==> src/rtl/qlink_pkg.sv <==
package qlink_pkg;

  // A transaction always spans one quadrature strobe period: four slots.
  localparam int QL_SLOTS = 4;
  localparam int QL_IDX_W = $clog2(QL_SLOTS);
  localparam logic [QL_IDX_W-1:0] QL_LAST = QL_IDX_W'(QL_SLOTS - 1);

  typedef enum logic [1:0] {
    ST_IDLE   = 2'd0,
    ST_SEND   = 2'd1,
    ST_RESYNC = 2'd2
  } qlink_state_e;

  // Strobe A: high in the first half of the period.
  function automatic logic stb_a_level(input logic [QL_IDX_W-1:0] slot);
    return (slot < QL_IDX_W'(QL_SLOTS / 2));
  endfunction

  // Strobe B: a quarter period behind A, inverted for control words.
  function automatic logic stb_b_level(input logic [QL_IDX_W-1:0] slot,
                                       input logic ctrl);
    return (slot[1] ^ slot[0]) ^ ctrl;
  endfunction

endpackage

==> src/rtl/qlink_inv_enc.sv <==
module qlink_inv_enc #(
  parameter int HALF_W = 9
) (
  input  logic [HALF_W-1:0] half_in,
  output logic [HALF_W:0]   code_out
);

  function automatic int unsigned ones_in(input logic [HALF_W-1:0] v);
    int unsigned n;
    n = 0;
    for (int i = 0; i < HALF_W; i++) n += int'(v[i]);
    return n;
  endfunction

  logic invert;

  assign invert   = (ones_in(half_in) > (HALF_W / 2));
  assign code_out = {invert, half_in ^ {HALF_W{invert}}};

endmodule

==> src/rtl/qlink_slot_mux.sv <==
module qlink_slot_mux
  import qlink_pkg::*;
#(
  parameter int SLOT_W = 5
) (
  input  logic [QL_SLOTS*SLOT_W-1:0] line_in,
  input  logic [QL_IDX_W-1:0]        slot_sel,
  output logic [SLOT_W-1:0]          bits_out
);

  logic [SLOT_W-1:0] slot_bits [QL_SLOTS];

  for (genvar s = 0; s < QL_SLOTS; s++) begin : g_slot
    assign slot_bits[s] = line_in[s*SLOT_W +: SLOT_W];
  end

  assign bits_out = slot_bits[slot_sel];

endmodule

==> src/rtl/qlink_nrzi.sv <==
module qlink_nrzi #(
  parameter int SLOT_W = 5
) (
  input  logic              clk,
  input  logic              rst_n,
  input  logic              upd,
  input  logic              clr,
  input  logic [SLOT_W-1:0] bits,
  output logic [SLOT_W-1:0] lane
);

  logic [SLOT_W-1:0] base;

  // After a reset pattern the new transaction starts from all-zero lines.
  assign base = clr ? '0 : lane;

  always_ff @(posedge clk) begin
    if (!rst_n)       lane <= '0;
    else if (upd)     lane <= base ^ bits;
    else if (clr)     lane <= '0;
  end

  AST_LANE_HOLD: assert property (@(posedge clk) disable iff (!rst_n)
    (!upd && !clr) |=> $stable(lane));

  AST_LANE_CLEARED: assert property (@(posedge clk) disable iff (!rst_n)
    (clr && !upd) |=> (lane == '0));

endmodule

==> src/rtl/qlink_seq.sv <==
module qlink_seq
  import qlink_pkg::*;
(
  input  logic                clk,
  input  logic                rst_n,
  input  logic                in_valid,
  input  logic                in_ctrl,
  input  logic                link_rst_req,
  output logic                in_ready,
  output logic                accept_evt,
  output logic                step_evt,
  output logic                clear_evt,
  output logic                send_active,
  output logic [QL_IDX_W-1:0] slot_nxt,
  output logic                stb_a,
  output logic                stb_b
);

  qlink_state_e        state_q;
  logic [QL_IDX_W-1:0] slot_q;
  logic [QL_IDX_W-1:0] slot_inc;
  logic                ctrl_q;
  logic                at_last;
  logic                slot_free;
  logic                rst_start_evt;
  logic                rs_step_evt;

  assign at_last       = (slot_q == QL_LAST);
  assign slot_free     = (state_q == ST_IDLE) || at_last;
  assign rst_start_evt = slot_free && link_rst_req;
  assign accept_evt    = slot_free && !link_rst_req && in_valid;
  assign in_ready      = slot_free && !link_rst_req;
  assign step_evt      = (state_q == ST_SEND) && !at_last;
  assign rs_step_evt   = (state_q == ST_RESYNC) && !at_last;
  assign clear_evt     = (state_q == ST_RESYNC) && at_last;
  assign send_active   = (state_q == ST_SEND);
  assign slot_inc      = slot_q + 1'b1;
  assign slot_nxt      = accept_evt ? '0 : slot_inc;

  always_ff @(posedge clk) begin
    if (!rst_n) begin
      state_q <= ST_IDLE;
      slot_q  <= '0;
      ctrl_q  <= 1'b0;
      stb_a   <= 1'b0;
      stb_b   <= 1'b0;
    end else if (rst_start_evt) begin
      state_q <= ST_RESYNC;
      slot_q  <= '0;
      stb_a   <= stb_a_level('0);
    end else if (accept_evt) begin
      state_q <= ST_SEND;
      slot_q  <= '0;
      ctrl_q  <= in_ctrl;
      stb_a   <= stb_a_level('0);
      stb_b   <= stb_b_level('0, in_ctrl);
    end else if (step_evt) begin
      slot_q  <= slot_inc;
      stb_a   <= stb_a_level(slot_inc);
      stb_b   <= stb_b_level(slot_inc, ctrl_q);
    end else if (rs_step_evt) begin
      slot_q  <= slot_inc;
      stb_a   <= stb_a_level(slot_inc);
    end else if (slot_free) begin
      state_q <= ST_IDLE;
      slot_q  <= '0;
    end
  end

  AST_ONE_STROBE_EDGE: assert property (@(posedge clk) disable iff (!rst_n)
    (state_q == ST_SEND && slot_q != '0) |->
      ($countones({stb_a, stb_b} ^ {$past(stb_a), $past(stb_b)}) == 1));

  AST_RESYNC_B_STILL: assert property (@(posedge clk) disable iff (!rst_n)
    (state_q == ST_RESYNC) |-> $stable(stb_b));

  AST_ACCEPT_SLOT0: assert property (@(posedge clk) disable iff (!rst_n)
    accept_evt |=> (state_q == ST_SEND && slot_q == '0 && stb_a));

endmodule

==> src/rtl/qlink_tx.sv <==
module qlink_tx
  import qlink_pkg::*;
#(
  parameter int HALF_W = 9,
  parameter int SLOT_W = 5
) (
  input  logic                  clk,
  input  logic                  rst_n,
  input  logic                  in_valid,
  output logic                  in_ready,
  input  logic [2*HALF_W-1:0]   in_word,
  input  logic                  in_ctrl,
  input  logic                  link_rst_req,
  output logic [SLOT_W-1:0]     lane,
  output logic                  stb_a,
  output logic                  stb_b
);

  localparam int CODE_W = HALF_W + 1;
  localparam int LINE_W = 2 * CODE_W;

  if (LINE_W != QL_SLOTS * SLOT_W) begin : g_width_check
    $error("two coded halves must fill exactly four lane slots");
  end

  logic [LINE_W-1:0]   code_fresh;
  logic [LINE_W-1:0]   code_q;
  logic [LINE_W-1:0]   code_src;
  logic [SLOT_W-1:0]   slot_bits;
  logic [QL_IDX_W-1:0] slot_nxt;
  logic                accept_evt;
  logic                step_evt;
  logic                clear_evt;
  logic                send_active;

  // One inversion encoder per half: half A is the low half.
  for (genvar h = 0; h < 2; h++) begin : g_half
    qlink_inv_enc #(.HALF_W(HALF_W)) u_enc (
      .half_in  (in_word[h*HALF_W +: HALF_W]),
      .code_out (code_fresh[h*CODE_W +: CODE_W])
    );
  end

  always_ff @(posedge clk) begin
    if (!rst_n)          code_q <= '0;
    else if (accept_evt) code_q <= code_fresh;
  end

  // Slot 0 leaves on the accepting edge, so it reads the fresh codes.
  assign code_src = accept_evt ? code_fresh : code_q;

  qlink_seq u_seq (
    .clk          (clk),
    .rst_n        (rst_n),
    .in_valid     (in_valid),
    .in_ctrl      (in_ctrl),
    .link_rst_req (link_rst_req),
    .in_ready     (in_ready),
    .accept_evt   (accept_evt),
    .step_evt     (step_evt),
    .clear_evt    (clear_evt),
    .send_active  (send_active),
    .slot_nxt     (slot_nxt),
    .stb_a        (stb_a),
    .stb_b        (stb_b)
  );

  qlink_slot_mux #(.SLOT_W(SLOT_W)) u_mux (
    .line_in  (code_src),
    .slot_sel (slot_nxt),
    .bits_out (slot_bits)
  );

  qlink_nrzi #(.SLOT_W(SLOT_W)) u_nrzi (
    .clk   (clk),
    .rst_n (rst_n),
    .upd   (accept_evt || step_evt),
    .clr   (clear_evt),
    .bits  (slot_bits),
    .lane  (lane)
  );

  AST_CODE_WEIGHT: assert property (@(posedge clk) disable iff (!rst_n)
    send_active |->
      (($countones(code_q[CODE_W-2:0]) <= HALF_W / 2) &&
       ($countones(code_q[LINE_W-2:CODE_W]) <= HALF_W / 2)));

endmodule

==> config.mk <==
export PLATFORM = sky130hd
export DESIGN_NAME = qlink_tx
export DESIGN_NICKNAME = d
export VERILOG_FILES = /design/src/rtl/qlink_pkg.sv /design/src/rtl/qlink_inv_enc.sv /design/src/rtl/qlink_slot_mux.sv /design/src/rtl/qlink_nrzi.sv /design/src/rtl/qlink_seq.sv /design/src/rtl/qlink_tx.sv
export SDC_FILE = /design/constraint.sdc
export NUM_CORES = 1
export LEC_CHECK = 0
export BUFFER_PORTS_ARGS = -buffer_cell sky130_fd_sc_hd__buf_2
export CAP_MARGIN = 30
export CELL_PAD_IN_SITES_DETAIL_PLACEMENT = 1
export CELL_PAD_IN_SITES_GLOBAL_PLACEMENT = 1
export CORE_MARGIN = 1.5
export CORE_UTILIZATION = 43
export DETAILED_ROUTE_END_ITERATION = 16
export PLACE_DENSITY = 0.83
export RECOVER_POWER = 50
export SLEW_MARGIN = 40
export SYNTH_ARGS = -nofsm -noshare
export SYNTH_HDL_FRONTEND = slang
export SYNTH_SLANG_ARGS = --single-unit
export TNS_END_PERCENT = 100
==> constraint.sdc <==
create_clock -name clk -period 5.8 [get_ports clk]
set_input_delay 0.87 -clock clk [delete_from_list [all_inputs] [get_ports clk]]
set_output_delay 0.87 -clock clk [all_outputs]
set_load 0.01 [all_outputs]
# Yosys cells after proc, flatten, opt, wreduce, memory -nomap -nowiden
# Cells that the tools add are included.
[totals]
regBits = 32
inputBits = 23
out_inout_bits = 8
word_cells = 86
[classes]
addsub = 17
order_cmp = 4
eq_ne = 7
muxes = 20
n_bitwise = 8
n_reduce_logical = 22
[op_table]
columns = ["operator", "n"]
rows = [
  ["$add A32 B1 Y32", 14],
  ["$gt A32 B3 Y1 const B", 2],
  ["$mux W20", 1],
  ["$mux W5", 4],
  ["$xor A9 B9 Y9", 2],
  ["$mux W2", 8],
  ["$bmux W5 S2", 1],
  ["$logic_and A1 B1 Y1", 6],
  ["$mux W1", 6],
  ["$ne A3 B2 Y1 const B", 2],
  ["$reduce_and A3 Y1", 2],
  ["$reduce_bool A3 Y1", 2],
  ["$xor A5 B5 Y5", 1],
  ["$add A1 B1 Y2", 2],
  ["$eq A2 B2 Y1 const B", 2],
  ["$ne A2 B2 Y1 const B", 2],
  ["$reduce_and A2 Y1", 2],
  ["$reduce_bool A2 Y1", 2],
  ["$reduce_bool A4 Y1", 1],
  ["$ge A3 B3 Y1 const B", 1],
  ["$not A2 Y3", 1],
  ["$reduce_or A3 Y1", 1],
  ["$add A2 B1 Y2 const B", 1],
  ["$eq A2 B1 Y1 const B", 1],
  ["other kinds (7)", 11],
]

# Depth between registers and ports, before layout
# Gate-level depths: netlist of run 1.
[logic_depth]
depth_word = 16
depth_mapped = 14
mapped_depth_nobuf = 13

# Cells and area by module
# Synthesis of run 1 repeated with hierarchy kept, for this count alone.
[unflattened]
hier_cells = 217
area_unflattened_um2 = 2317.2
[by_module_without_submodules]
columns = ["module", "n_inst", "cells_per_inst", "area_per_inst_um2", "seq_area_each_um2"]
rows = [
  ["qlink_tx", 1, 65, 863.3, 400.4],
  ["qlink_inv_enc", 2, 36, 336.6, 0.0],
  ["qlink_seq", 1, 49, 429.2, 140.1],
  ["qlink_nrzi", 1, 25, 227.7, 100.1],
  ["qlink_slot_mux", 1, 6, 123.9, 0.0],
]

# Least setup slack after synthesis of run 1
# No wires, ideal clock.
[synth_path]
path_type = "input-to-reg"
start = "in in_word[0]"
end = "reg u_nrzi.lane[3]"
setup_ns = 0.120
arrival_time_ns = 4.208
required_time_ns = 5.680
path_slack_ns = 1.472
path_stages = 13
path_buffers = 0
path_cell_list = "ha_1 > inv_1 > fa_1 > fa_1 > fa_1 > inv_1 > ha_1 > fa_1 > o211ai_1 > nor2b_1 > a21boi_0 > o31a_1 > mux2i_1"
[synth_via]
elab_chain_cells = 16
[synth_lines]
columns = ["element", "line", "rtl"]
rows = [
  ["start, declared", "qlink_tx.sv:11", "input logic [2*HALF_W-1:0] in_word,"],
  ["$add A1 B1 Y2", "qlink_inv_enc.sv:11", "for (int i = 0; i < HALF_W; i++) n += int'(v[i]);"],
  ["$add A32 B1 Y32 (7 in series)", "qlink_inv_enc.sv:11", ""],
  ["$gt A32 B3 Y1", "qlink_inv_enc.sv:17", "assign invert = (ones_in(half_in) > (HALF_W / 2));"],
  ["$xor A9 B9 Y9", "qlink_inv_enc.sv:18", "assign code_out = {invert, half_in ^ {HALF_W{invert}}};"],
  ["$mux W20", "n/a", ""],
  ["$bmux W5 S2", "qlink_slot_mux.sv:17", "assign bits_out = slot_bits[slot_sel];"],
  ["$mux W5 (not written as such) (2 in series)", "qlink_slot_mux.sv:17", ""],
  ["$xor A5 B5 Y5", "qlink_nrzi.sv:19", "else if (upd) lane <= base ^ bits;"],
  ["$mux W5", "qlink_nrzi.sv:19", ""],
  ["end signal, assigned", "qlink_nrzi.sv:19", ""],
  ["end, declared", "qlink_nrzi.sv:9", "output logic [SLOT_W-1:0] lane"],
]
# No other way between the ends. The select of a mux whose other input is x is not followed.
# A chain may end at the register's enable or synchronous reset.

# Worst setup path in the final report of run 1
[layout_path]
start = "in in_word[9]"
end = "reg code_q[18]"
[layout_via]
elab_chain_cells = 11
[layout_lines]
columns = ["element", "line", "rtl"]
rows = [
  ["$add A1 B1 Y2", "qlink_inv_enc.sv:11", ""],
  ["$add A32 B1 Y32 (7 in series)", "qlink_inv_enc.sv:11", ""],
  ["$gt A32 B3 Y1", "qlink_inv_enc.sv:17", ""],
  ["$xor A9 B9 Y9", "qlink_inv_enc.sv:18", ""],
  ["$mux W20", "n/a", ""],
  ["end signal, assigned", "qlink_tx.sv:46", "else if (accept_evt) code_q <= code_fresh;"],
  ["end, declared", "qlink_tx.sv:27", "logic [LINE_W-1:0] code_q;"],
]
# No other way between the ends.

==> flow_summary.yaml, run 1 <==
final_layout:
  multi_input_area_um2: 1350
  insertedDiodeCount: 0
  nets: 315
  area_growth_pct: 12.2
  regArea_um2: 641
  drive_gt1_share_pct: 13.0
  n_fill_cell: 600
  final_cell_count_no_fill: 337
  postLayoutCoreUtil_pct: 50.5
clocking:
  cts_hold_buffers: 0
  cts_num_sinks: 32
  cts_tree: "done"
  root_buffer: "clkbuf_8"
  post_cts_buffers: 0
  cts.repair.resized: 0
  cts_buffer_depth: 2
  clk_latency_ns: 0.29
  cts_made_buffers: 5
  cts_htree_levels: 2
  cts.clk_slew.worst_paths_ns: 0.07
die:
  die_w_um: 73.8
  design.die.area_um2: 5450
  start_util_pct: 45.0
  core_region_area_um2: 4790
  num_rows: 25
  die_y_um: 73.8
  io_pins: 31
timing:
  setup_viol: 0
  worstMarginPinSlew_ns: 1.56
  finalHoldViolations: 0
  fin_worst_skew_ns: 0.0111
  relSlewSlack_pct: -3.98
  finalSetupTns_ns: 0
  finalMaxSlewViolations: 38
  fin_crit_sh_pct: 77.8
  clock.fmax_ghz: 0.222
  rsz0062_at_grt: "no"
  finalCriticalPeriod_ns: 4.51
status:
  status: "complete, but fails checks"
  violations: "max-capacitance violations, max-slew violations"
placed_design:
  routabilityCongestion: 0.845
  dp.cells: 329
  hpwlAfterDp_um: 3690
  portBuffers: 30
worst_setup_path:
  critPathRequiredTime_ns: 5.96
  cpMostUsedCell: "fa_1"
  critical_path_class: "input pin to flip-flop"
  cpPeakStageDelay_ns: 0.53
  r2r-start: "u_seq.slot_q[0]$_SDFFE_PP0P_"
  crit_chain: "clkbuf_1, ha_1, inv_1, fa_1, fa_1, fa_1, inv_1, ha_1, fa_1, o21bai_1, a21oi_1, nor3_1, clkbuf_1, xnor2_1, o21ai_0"
  crit_path_end_kind: "flip-flop"
  worstReg2RegEnd: "u_nrzi.lane[4]$_SDFF_PN0_"
  critPathBufInv: 4
  reg2reg_slack_ns: 3.56
  cp_top_family: "adder cells"
  cp_slowest_cell: "clkbuf_1"
  crit_path_start_kind: "input pin"
  cp_max_fo: 10
  arrival_ns: 4.67
  r2r_cells: 5
drt:
  viasPerCell: 5.21
  postRouteAntennaNets: 0
  vias: 1757
  drc: 0
  firstDrtPassIters: 5
  drt_wl_total_um: 4770
  drtIter0Drc: 49
  wl_per_cell_um: 14.2
global_route:
  grt_first_pass_wirelength_um: 8260
  grt_overflow_total: 0
  grt_util_all_layers_pct: 19.8
  grt_max_degree: 38
  grt_antenna_before_repair: 0
  grt_pass1_vias: 1827
synthesis:
  yosysWarnings: 0
  yosysTopAreaCellShare_pct: 29.7
  syn-cell-area_um2: 2160
  synthFlopType: "dfxtp_1"
  synth_nets: 290
  ys_types: 36
  synth_edf_count: 0
  synth_cells: 244
  synth_area_per_cell_um2: 8.84
  postSynthRegisterBits: 32
  ys_async_sr_fraction_pct: 0
  synth_top_area_cell: "dfxtp_1"
  synthTopCellsByArea: "dfxtp_1 (30%), fa_1 (9.3%), ha_1 (7.5%)"
  seq_area_frac_synth_pct: 29.7
worst_hold_path:
  hold_class: "flip-flop to flip-flop"
  worstHoldStart: "code_q[13]$_SDFF_PN0_"
  holdPathStages: 2
  min_to: "code_q[13]$_SDFF_PN0_"
flow_run:
  cap_violations: 1
pwr:
  vdd_ir_drop_max_mv: 0.156
  power_density_nw_per_um2: 319
  total_power_uw: 772
  leakagePower_nw: 1.07
==> tightest hold or removal path, delay by kind of cell, from the launching register on <==
family,cells,cell delay (ns)
simple gates,1,0.06
compound gates,1,0.05
flops,1,0.32
==> power by group <==
part / leakage, nW / internal, mW / switching (mW)
logic: 0.751 / 0.129 / 0.167
registers: 0.262 / 0.245 / 0.0208
clock network: 0.0552 / 0.127 / 0.0830
==> routing by layer <==
layer | track usage (%) | vias to the layer above | share of wire [%]
li1 | - | 873 | -
met3 | 3.29 | 8 | 2.6
met5 | 0 | - | 0
met4 | 6.58 | 0 | 1.4
met2 | 34.8 | 28 | 49
met1 | 24.3 | 848 | 47
==> cells in the mapped netlist (6+ instances only) <==
cell     instances
fa_1            10
ha_1            13
nand3_1         23
nor2_1           8
nor3_1           6
nand2_1         21
dfxtp_1         32
inv_1           26
o21ai_0         15
a21oi_1          9
xnor2_1         12
==> cell usage in the layout, fill, tap and decap left out <==
master / Yosys / final
a211oi_1: 1 / 1
a21boi_0: 5 / 5
a21o_1: 1 / 1
a21oi_1: 9 / 9
and2_1: 2 / 2
buf_2: 5 / 20
bufinv_16: 0 / 1
clkbuf_1: 5 / 12
clkbuf_8: 0 / 5
clkinv_2: 0 / 1
dfxtp_1: 32 / 32
fa_1: 10 / 10
ha_1: 13 / 13
inv_1: 26 / 26
mux2i_1: 5 / 5
mux4_2: 5 / 5
nand2_1: 21 / 21
nand2_2: 1 / 1
nand2b_1: 4 / 4
nand3_1: 23 / 23
nand3b_1: 2 / 2
nor2_1: 8 / 8
nor2_2: 1 / 1
nor2b_1: 5 / 5
nor3_1: 6 / 6
nor3b_1: 1 / 1
o211a_1: 2 / 2
o211ai_1: 2 / 2
o21ai_0: 15 / 15
o21ai_1: 1 / 1
o21bai_1: 2 / 2
o31a_1: 5 / 5
o31ai_1: 5 / 5
o41ai_1: 1 / 1
or2_2: 0 / 1
xnor2_1: 12 / 12
xor2_1: 4 / 4
==> worst max path at each step <==
stage                          start                        end  depth (start not counted)
after detailed placement  in_word[0]  u_nrzi.lane[3]$_SDFF_PN0_                         14
after floorplan           in_word[0]  u_nrzi.lane[3]$_SDFF_PN0_                         13
after global placement    in_word[0]  u_nrzi.lane[1]$_SDFF_PN0_                         14
after global routing      in_word[9]      code_q[18]$_SDFF_PN0_                         15
after CTS                 in_word[0]       code_q[6]$_SDFF_PN0_                         14
final                     in_word[9]      code_q[18]$_SDFF_PN0_                         15
==> flip-flops by register name (all words and copies together), names as in the netlist <==
name           cells
u_seq.ctrl_q       1
u_seq.state_q      2
u_seq.slot_q       2
u_seq.stb_b        1
u_nrzi.lane        5
code_q            20
u_seq.stb_a        1
==> metrics by stage <==
step                      hold WS, ns  cell area, um^2  setup WS (ns)
after floorplan                 0.436             2160           1.47
after global placement          0.451             2330           1.11
after detailed placement        0.459             2330           1.08
after CTS                       0.468             2430           1.37
after global routing            0.495             2420          0.984
final                           0.471             2420           1.29
==> area by class of cell <==
type / instances / area share (%)
well taps: 67 / 3.47
clock inverters: 2 / 1.45
clock buffers: 6 / 3.00
inverters: 26 / 4.04
flip-flops and latches: 32 / 26.5
multi-input cells: 173 / 55.7
repair buffers: 31 / 5.85
==> logic make-up (layout without fill, tap and decap cells) <==
family / after synthesis / in the layout / synth area share (%)
AO/OA/AOI/OAI: 49 / 49 / 14.7
XOR/XNOR: 16 / 16 / 6.50
adder cells (fa/ha/maj): 23 / 23 / 16.8
buffers and inverters: 39 / 65 / 7.78
flip-flops: 32 / 32 / 29.7
multiplexers: 10 / 10 / 7.55
AND/OR/NAND/NOR: 75 / 75 / 16.9
No activity file was read; power rests on OpenSTA's default activity.
==> inputs of run 2 (changes only) <==
==> constraint.sdc (replaced) <==
create_clock -name clk -period 4.7 [get_ports clk]
set_input_delay 0.705 -clock clk [delete_from_list [all_inputs] [get_ports clk]]
set_output_delay 0.705 -clock clk [all_outputs]
set_load 0.01 [all_outputs]
==> run 2 against run 1 <==
Cell count did not move. Clock skew fell by 0.0059 ns. Power rose by 24%. Die area did not move. Flip-flop and latch count did not move. Setup slack got worse by 0.95 ns. Count of clock-buffer cells in the layout did not move. Worst hold slack improved by 0.0041 ns. Utilization rose by 0.079 points. Clock power rose by 23%. The run still ends with max-capacitance violations, max-slew violations left. Design area rose by 0.16%.
==> flow_summary.yaml, run 2 (same netlist as run 1, synthesis figures left out) <==
pwr:
  clkPwrFrac_pct: 27.1
  p_sw_uw: 332
  vdd_ir_drop_max_mv: 0.166
  power_density_nw_per_um2: 394
  leakagePower_nw: 1.07
  total_power_uw: 954
  switching_share_pct: 34.8
  combPwrFrac_pct: 38.5
  seqPwrFrac_pct: 34.4
  p_int_uw: 622
timing:
  rsz0062_at_grt: "no"
  worstMarginPinSlew_ns: 1.52
  finalCriticalPeriod_ns: 4.36
  relSlewSlack_pct: -1.26
  fin_worst_skew_ns: 0.00520
  clock.fmax_ghz: 0.229
  hold_slack_ns: 0.475
  finalHoldViolations: 0
  setup_viol: 0
  finalMaxSlewViolations: 38
  fin_ws_ns: 0.339
  fin_crit_sh_pct: 92.8
  finalSetupTns_ns: 0
flow_run:
  cap_violations: 1
drt:
  drtIter0Drc: 70
  drc: 0
  postRouteAntennaNets: 0
  drt_wl_total_um: 4710
  viasPerCell: 5.18
  wl_per_cell_um: 14.0
  vias: 1746
  firstDrtPassIters: 4
clocking:
  clk_latency_ns: 0.28
  cts.repair.resized: 0
  cts.clk_slew.worst_paths_ns: 0.07
  cts_made_buffers: 5
  cts_num_sinks: 32
  cts_tree: "done"
  cts_buffer_depth: 2
  root_buffer: "clkbuf_8"
  post_cts_buffers: 0
  cts_htree_levels: 2
  cts_hold_buffers: 0
worst_setup_path:
  cp_slowest_cell: "fa_1"
  cpMostUsedCell: "fa_1"
  crit_chain: "buf_2, ha_1, inv_1, fa_1, fa_1, fa_1, inv_1, ha_1, fa_1, o211ai_1, nor2b_1, a21boi_0, o31a_1, mux2i_1"
  r2r-start: "u_seq.slot_q[0]$_SDFFE_PP0P_"
  crit_path_start_kind: "input pin"
  cp_max_fo: 6
  crit_path_end_kind: "flip-flop"
  critical_path_class: "input pin to flip-flop"
  reg2reg_slack_ns: 1.97
  critPathRequiredTime_ns: 4.87
  startpoint: "in_word[0]"
  arrival_ns: 4.53
  cpPeakStageDelay_ns: 0.50
status:
  violations: "max-capacitance violations, max-slew violations"
  status: "complete, but fails checks"
die:
  start_util_pct: 45.0
  die_w_um: 73.8
  num_rows: 25
  io_pins: 31
  core_region_area_um2: 4790
  design.die.area_um2: 5450
  die_y_um: 73.8
final_layout:
  insertedDiodeCount: 0
  largest_reg_flops: 20
  layout_common_cells: "dfxtp_1 (32), inv_1 (26), nand3_1 (23), nand2_1 (21), buf_2 (20)"
  drive_gt1_share_pct: 13.0
  nets: 315
  reg_top3: "code_q x20, u_nrzi.lane x5"
  area_growth_pct: 12.4
  mostFrequentLayoutCell: "dfxtp_1"
  regMostFlops: "code_q"
  final_cell_count_no_fill: 337
  n_fill_cell: 615
global_route:
  grt_first_pass_wirelength_um: 8020
  grt_max_degree: 38
  grt_antenna_before_repair: 0
  grt_overflow_total: 0
  grt_util_all_layers_pct: 19.2
  grt_pass1_vias: 1790
worst_hold_path:
  hold_class: "flip-flop to flip-flop"
  worstHoldStart: "code_q[15]$_SDFF_PN0_"
placed_design:
  dp.cells: 329
  hpwlAfterDp_um: 3650
  post-place-ws_ns: 0.0988
  portBuffers: 30
  routabilityCongestion: 0.845
run 2: cell type report:
class	count	area, um^2	share of cell area, %
sequential	32	641	26.4
clock inverter	2	35.0	1.45
timing repair buffer	31	145	5.99
multi-input combinational	173	1350	55.6
clock buffer	6	72.6	3.00
inverter	26	97.6	4.03
tap	67	83.8	3.46
run 2: path summary, 6_finish.rpt:
path,endpoint,cells past startpoint
max,u_nrzi.lane[1]$_SDFF_PN0_,14
min reg2reg,code_q[15]$_SDFF_PN0_,2
min,code_q[15]$_SDFF_PN0_,2
max reg2reg,u_nrzi.lane[1]$_SDFF_PN0_,5
run 2: power by group through the flow:
stage / registers [mW] / clock network (mW) / logic [mW]
6_report: 0.328 / 0.259 / 0.367
5_1_grt: 0.333 / 0.270 / 0.418
4_1_cts: 0.328 / 0.262 / 0.376
3_5_place_dp: 0.334 / 0 / 0.373
3_3_place_gp: 0.332 / 0 / 0.359
2_1_floorplan: 0.323 / 0 / 0.291
run 2: per-layer routing:
layer	wire length, um	vias up	GRT usage (%)
li1	-	874	-
met3	131	5	3.16
met5	0	-	0
met2	2330	27	33.8
met1	2200	840	24.3
met4	55	0	4.94
run 2: through the flow:
| step | util, % | area, um^2 |
|---|---|---|
| 2_1_floorplan | - | 2160 |
| 3_3_place_gp | 48.6 | 2330 |
| 3_5_place_dp | 48.6 | 2330 |
| 4_1_cts | 50.9 | 2430 |
| 5_1_grt | 50.6 | 2420 |
| 6_report | 50.6 | 2420 |
run 2: critical path: cells and delay by family:
| kind | cells | cell delay, ns |
|---|---|---|
| mux | 1 | 0.13 |
| compound gates | 3 | 0.75 |
| simple gates | 1 | 0.40 |
| buf+inv | 3 | 0.19 |
| fa+ha+maj | 6 | 2.35 |
==> inputs of run 3 (changes only) <==
--- a/config.mk
+++ b/config.mk
@@ -9,7 +9,6 @@
 export CAP_MARGIN = 30
 export CELL_PAD_IN_SITES_DETAIL_PLACEMENT = 1
 export CELL_PAD_IN_SITES_GLOBAL_PLACEMENT = 1
-export CORE_MARGIN = 1.5
 export CORE_UTILIZATION = 43
 export DETAILED_ROUTE_END_ITERATION = 16
 export PLACE_DENSITY = 0.83
==> run 3 against run 2 <==
The flow still finishes with violations (max-capacitance violations, max-slew violations). Combinational power about the same. Sequential share of layout area is the same. Non-clock buffer count did not move. Critical path depth unchanged. Design area unchanged. Power increased by 0.29%. Clock power barely moved. Flip-flop and latch count unchanged. Register-to-register slack gained 0.02 ns. Die area shrank 2.7%. Global-route usage grew 0.56 points. Critical endpoint is now u_nrzi.lane[3]$_SDFF_PN0_. Largest power group unchanged. Highest routed layer unchanged.
==> flow_summary.yaml, run 3 (same netlist as run 1, synthesis figures left out) <==
worst_setup_path:
  cp_slowest_cell: "fa_1"
  critPathBufInv: 3
  arrival_ns: 4.55
  cpMostUsedCell: "fa_1"
  crit_chain: "buf_2, ha_1, inv_1, fa_1, fa_1, fa_1, inv_1, ha_1, fa_1, o211ai_1, nor2b_1, a21boi_0, o31a_1, mux2i_1"
  critPathRequiredTime_ns: 4.87
  reg2reg_slack_ns: 1.99
  r2r_cells: 5
  critical_path_class: "input pin to flip-flop"
  cp_num_cells: 14
  cpPeakStageDelay_ns: 0.50
  cp_top_family: "adder cells"
  cp_max_fo: 6
  crit_path_start_kind: "input pin"
  crit_path_end_kind: "flip-flop"
die:
  num_rows: 25
  die_y_um: 72.8
  start_util_pct: 45.0
  core_region_area_um2: 4790
  design.die.area_um2: 5300
  die_w_um: 72.8
  io_pins: 31
global_route:
  grt_pass1_vias: 1794
  gr-usage-met2_pct: 35.2
  busiest_layer: "met2"
  grt_util_all_layers_pct: 19.8
  gr-usage-met3_pct: 2.90
  grt_overflow_total: 0
  grtUsageMet1_pct: 24.0
  grt_max_degree: 38
  grt_first_pass_wirelength_um: 8090
  grt_antenna_before_repair: 0
drt:
  postRouteAntennaNets: 0
  drtIter0Drc: 37
  firstDrtPassIters: 6
  viasPerCell: 5.22
  drt_wl_total_um: 4750
  vias: 1759
  drc: 0
  wl_per_cell_um: 14.1
timing:
  hold_slack_ns: 0.471
  relSlewSlack_pct: -4.48
  finalCriticalPeriod_ns: 4.38
  worstMarginPinSlew_ns: 1.57
  fin_crit_sh_pct: 93.2
  fin_worst_skew_ns: 0.00460
  clock.fmax_ghz: 0.228
  finalSetupTns_ns: 0
  finalMaxSlewViolations: 38
  finalHoldViolations: 0
  setup_viol: 0
  rsz0062_at_grt: "no"
clocking:
  cts.clk_slew.worst_paths_ns: 0.07
  cts_made_buffers: 5
  cts_tree: "done"
  cts_num_sinks: 32
  post_cts_buffers: 0
  clk_latency_ns: 0.28
  root_buffer: "clkbuf_8"
  cts_htree_levels: 2
  cts.repair.resized: 0
  cts_buffer_depth: 2
  cts_hold_buffers: 0
pwr:
  switching_share_pct: 34.8
  seqPwrFrac_pct: 34.2
  combPwrFrac_pct: 38.7
  clkPwrFrac_pct: 27.0
  vdd_ir_drop_max_mv: 0.211
  p_int_uw: 623
  p_sw_uw: 333
  power_density_nw_per_um2: 395
  total_power_uw: 957
  leakagePower_nw: 1.07
placed_design:
  routabilityCongestion: 0.859
  hpwlAfterDp_um: 3720
  portBuffers: 30
final_layout:
  reg_top3: "code_q x20, u_nrzi.lane x5"
  regArea_um2: 641
  largest_reg_flops: 20
  nets: 315
  insertedDiodeCount: 0
  layout_common_cells: "dfxtp_1 (32), inv_1 (26), nand3_1 (23), nand2_1 (21), buf_2 (20)"
  postLayoutCoreUtil_pct: 50.6
  multi_input_area_um2: 1350
  n_fill_cell: 597
  regMostFlops: "code_q"
  drive_gt1_share_pct: 13.0
  mostFrequentLayoutCell: "dfxtp_1"
  area_growth_pct: 12.4
worst_hold_path:
  hold_class: "flip-flop to flip-flop"
  holdPathStages: 2
status:
  violations: "max-capacitance violations, max-slew violations"
  status: "complete, but fails checks"
flow_run:
  cap_violations: 1
[run 3: cell count changes in the layout (fill, tap and decap cells not counted)]
cell,before,now
o21ai_0,15,16
o21ai_1,1,0
[run 3: path summary, 6_finish.rpt]
check | startpoint | endpoint
worst min register to register | code_q[11]$_SDFF_PN0_ | code_q[11]$_SDFF_PN0_
worst min-delay path | code_q[11]$_SDFF_PN0_ | code_q[11]$_SDFF_PN0_
worst max-delay path | in_word[0] | u_nrzi.lane[3]$_SDFF_PN0_
worst max register to register | u_seq.slot_q[0]$_SDFFE_PP0P_ | u_nrzi.lane[0]$_SDFF_PN0_
[run 3: worst min-delay path: cells and delay by family, from the launching register on]
family          cells  cell delay [ns]
simple gates        1             0.05
compound gates      1             0.06
flops               1             0.31
[run 3: layout make-up]
class	instances	share of cell area (%)
Multi-Input combinational cell	173	55.6
Sequential cell	32	26.4
Timing Repair Buffer	31	5.99
Inverter	26	4.03
Tap cell	67	3.46
Clock buffer	6	3.00
Clock inverter	2	1.45
[run 3: power groups by stage]
stage	clock network (mW)	logic (mW)	registers, mW
after CTS	0.266	0.381	0.328
after detailed placement	0	0.379	0.333
after global placement	0	0.360	0.332
final	0.259	0.370	0.328
after floorplan	0	0.291	0.323
after global routing	0.278	0.422	0.332
[run 3: layer usage]
layer | vias up | share of wire, %
li1 | 877 | -
met1 | 843 | 46
met2 | 30 | 50
met3 | 9 | 2.6
met4 | 0 | 1.5
met5 | - | 0
[run 3: through the flow]
step	instances	worst slack (ns)	cell area [um^2]
finish	337	0.322	2420
global route	337	0.183	2420
CTS	337	0.345	2430
detailed placement	329	0.0502	2330
global placement	329	0.192	2330
floorplan	244	0.537	2160
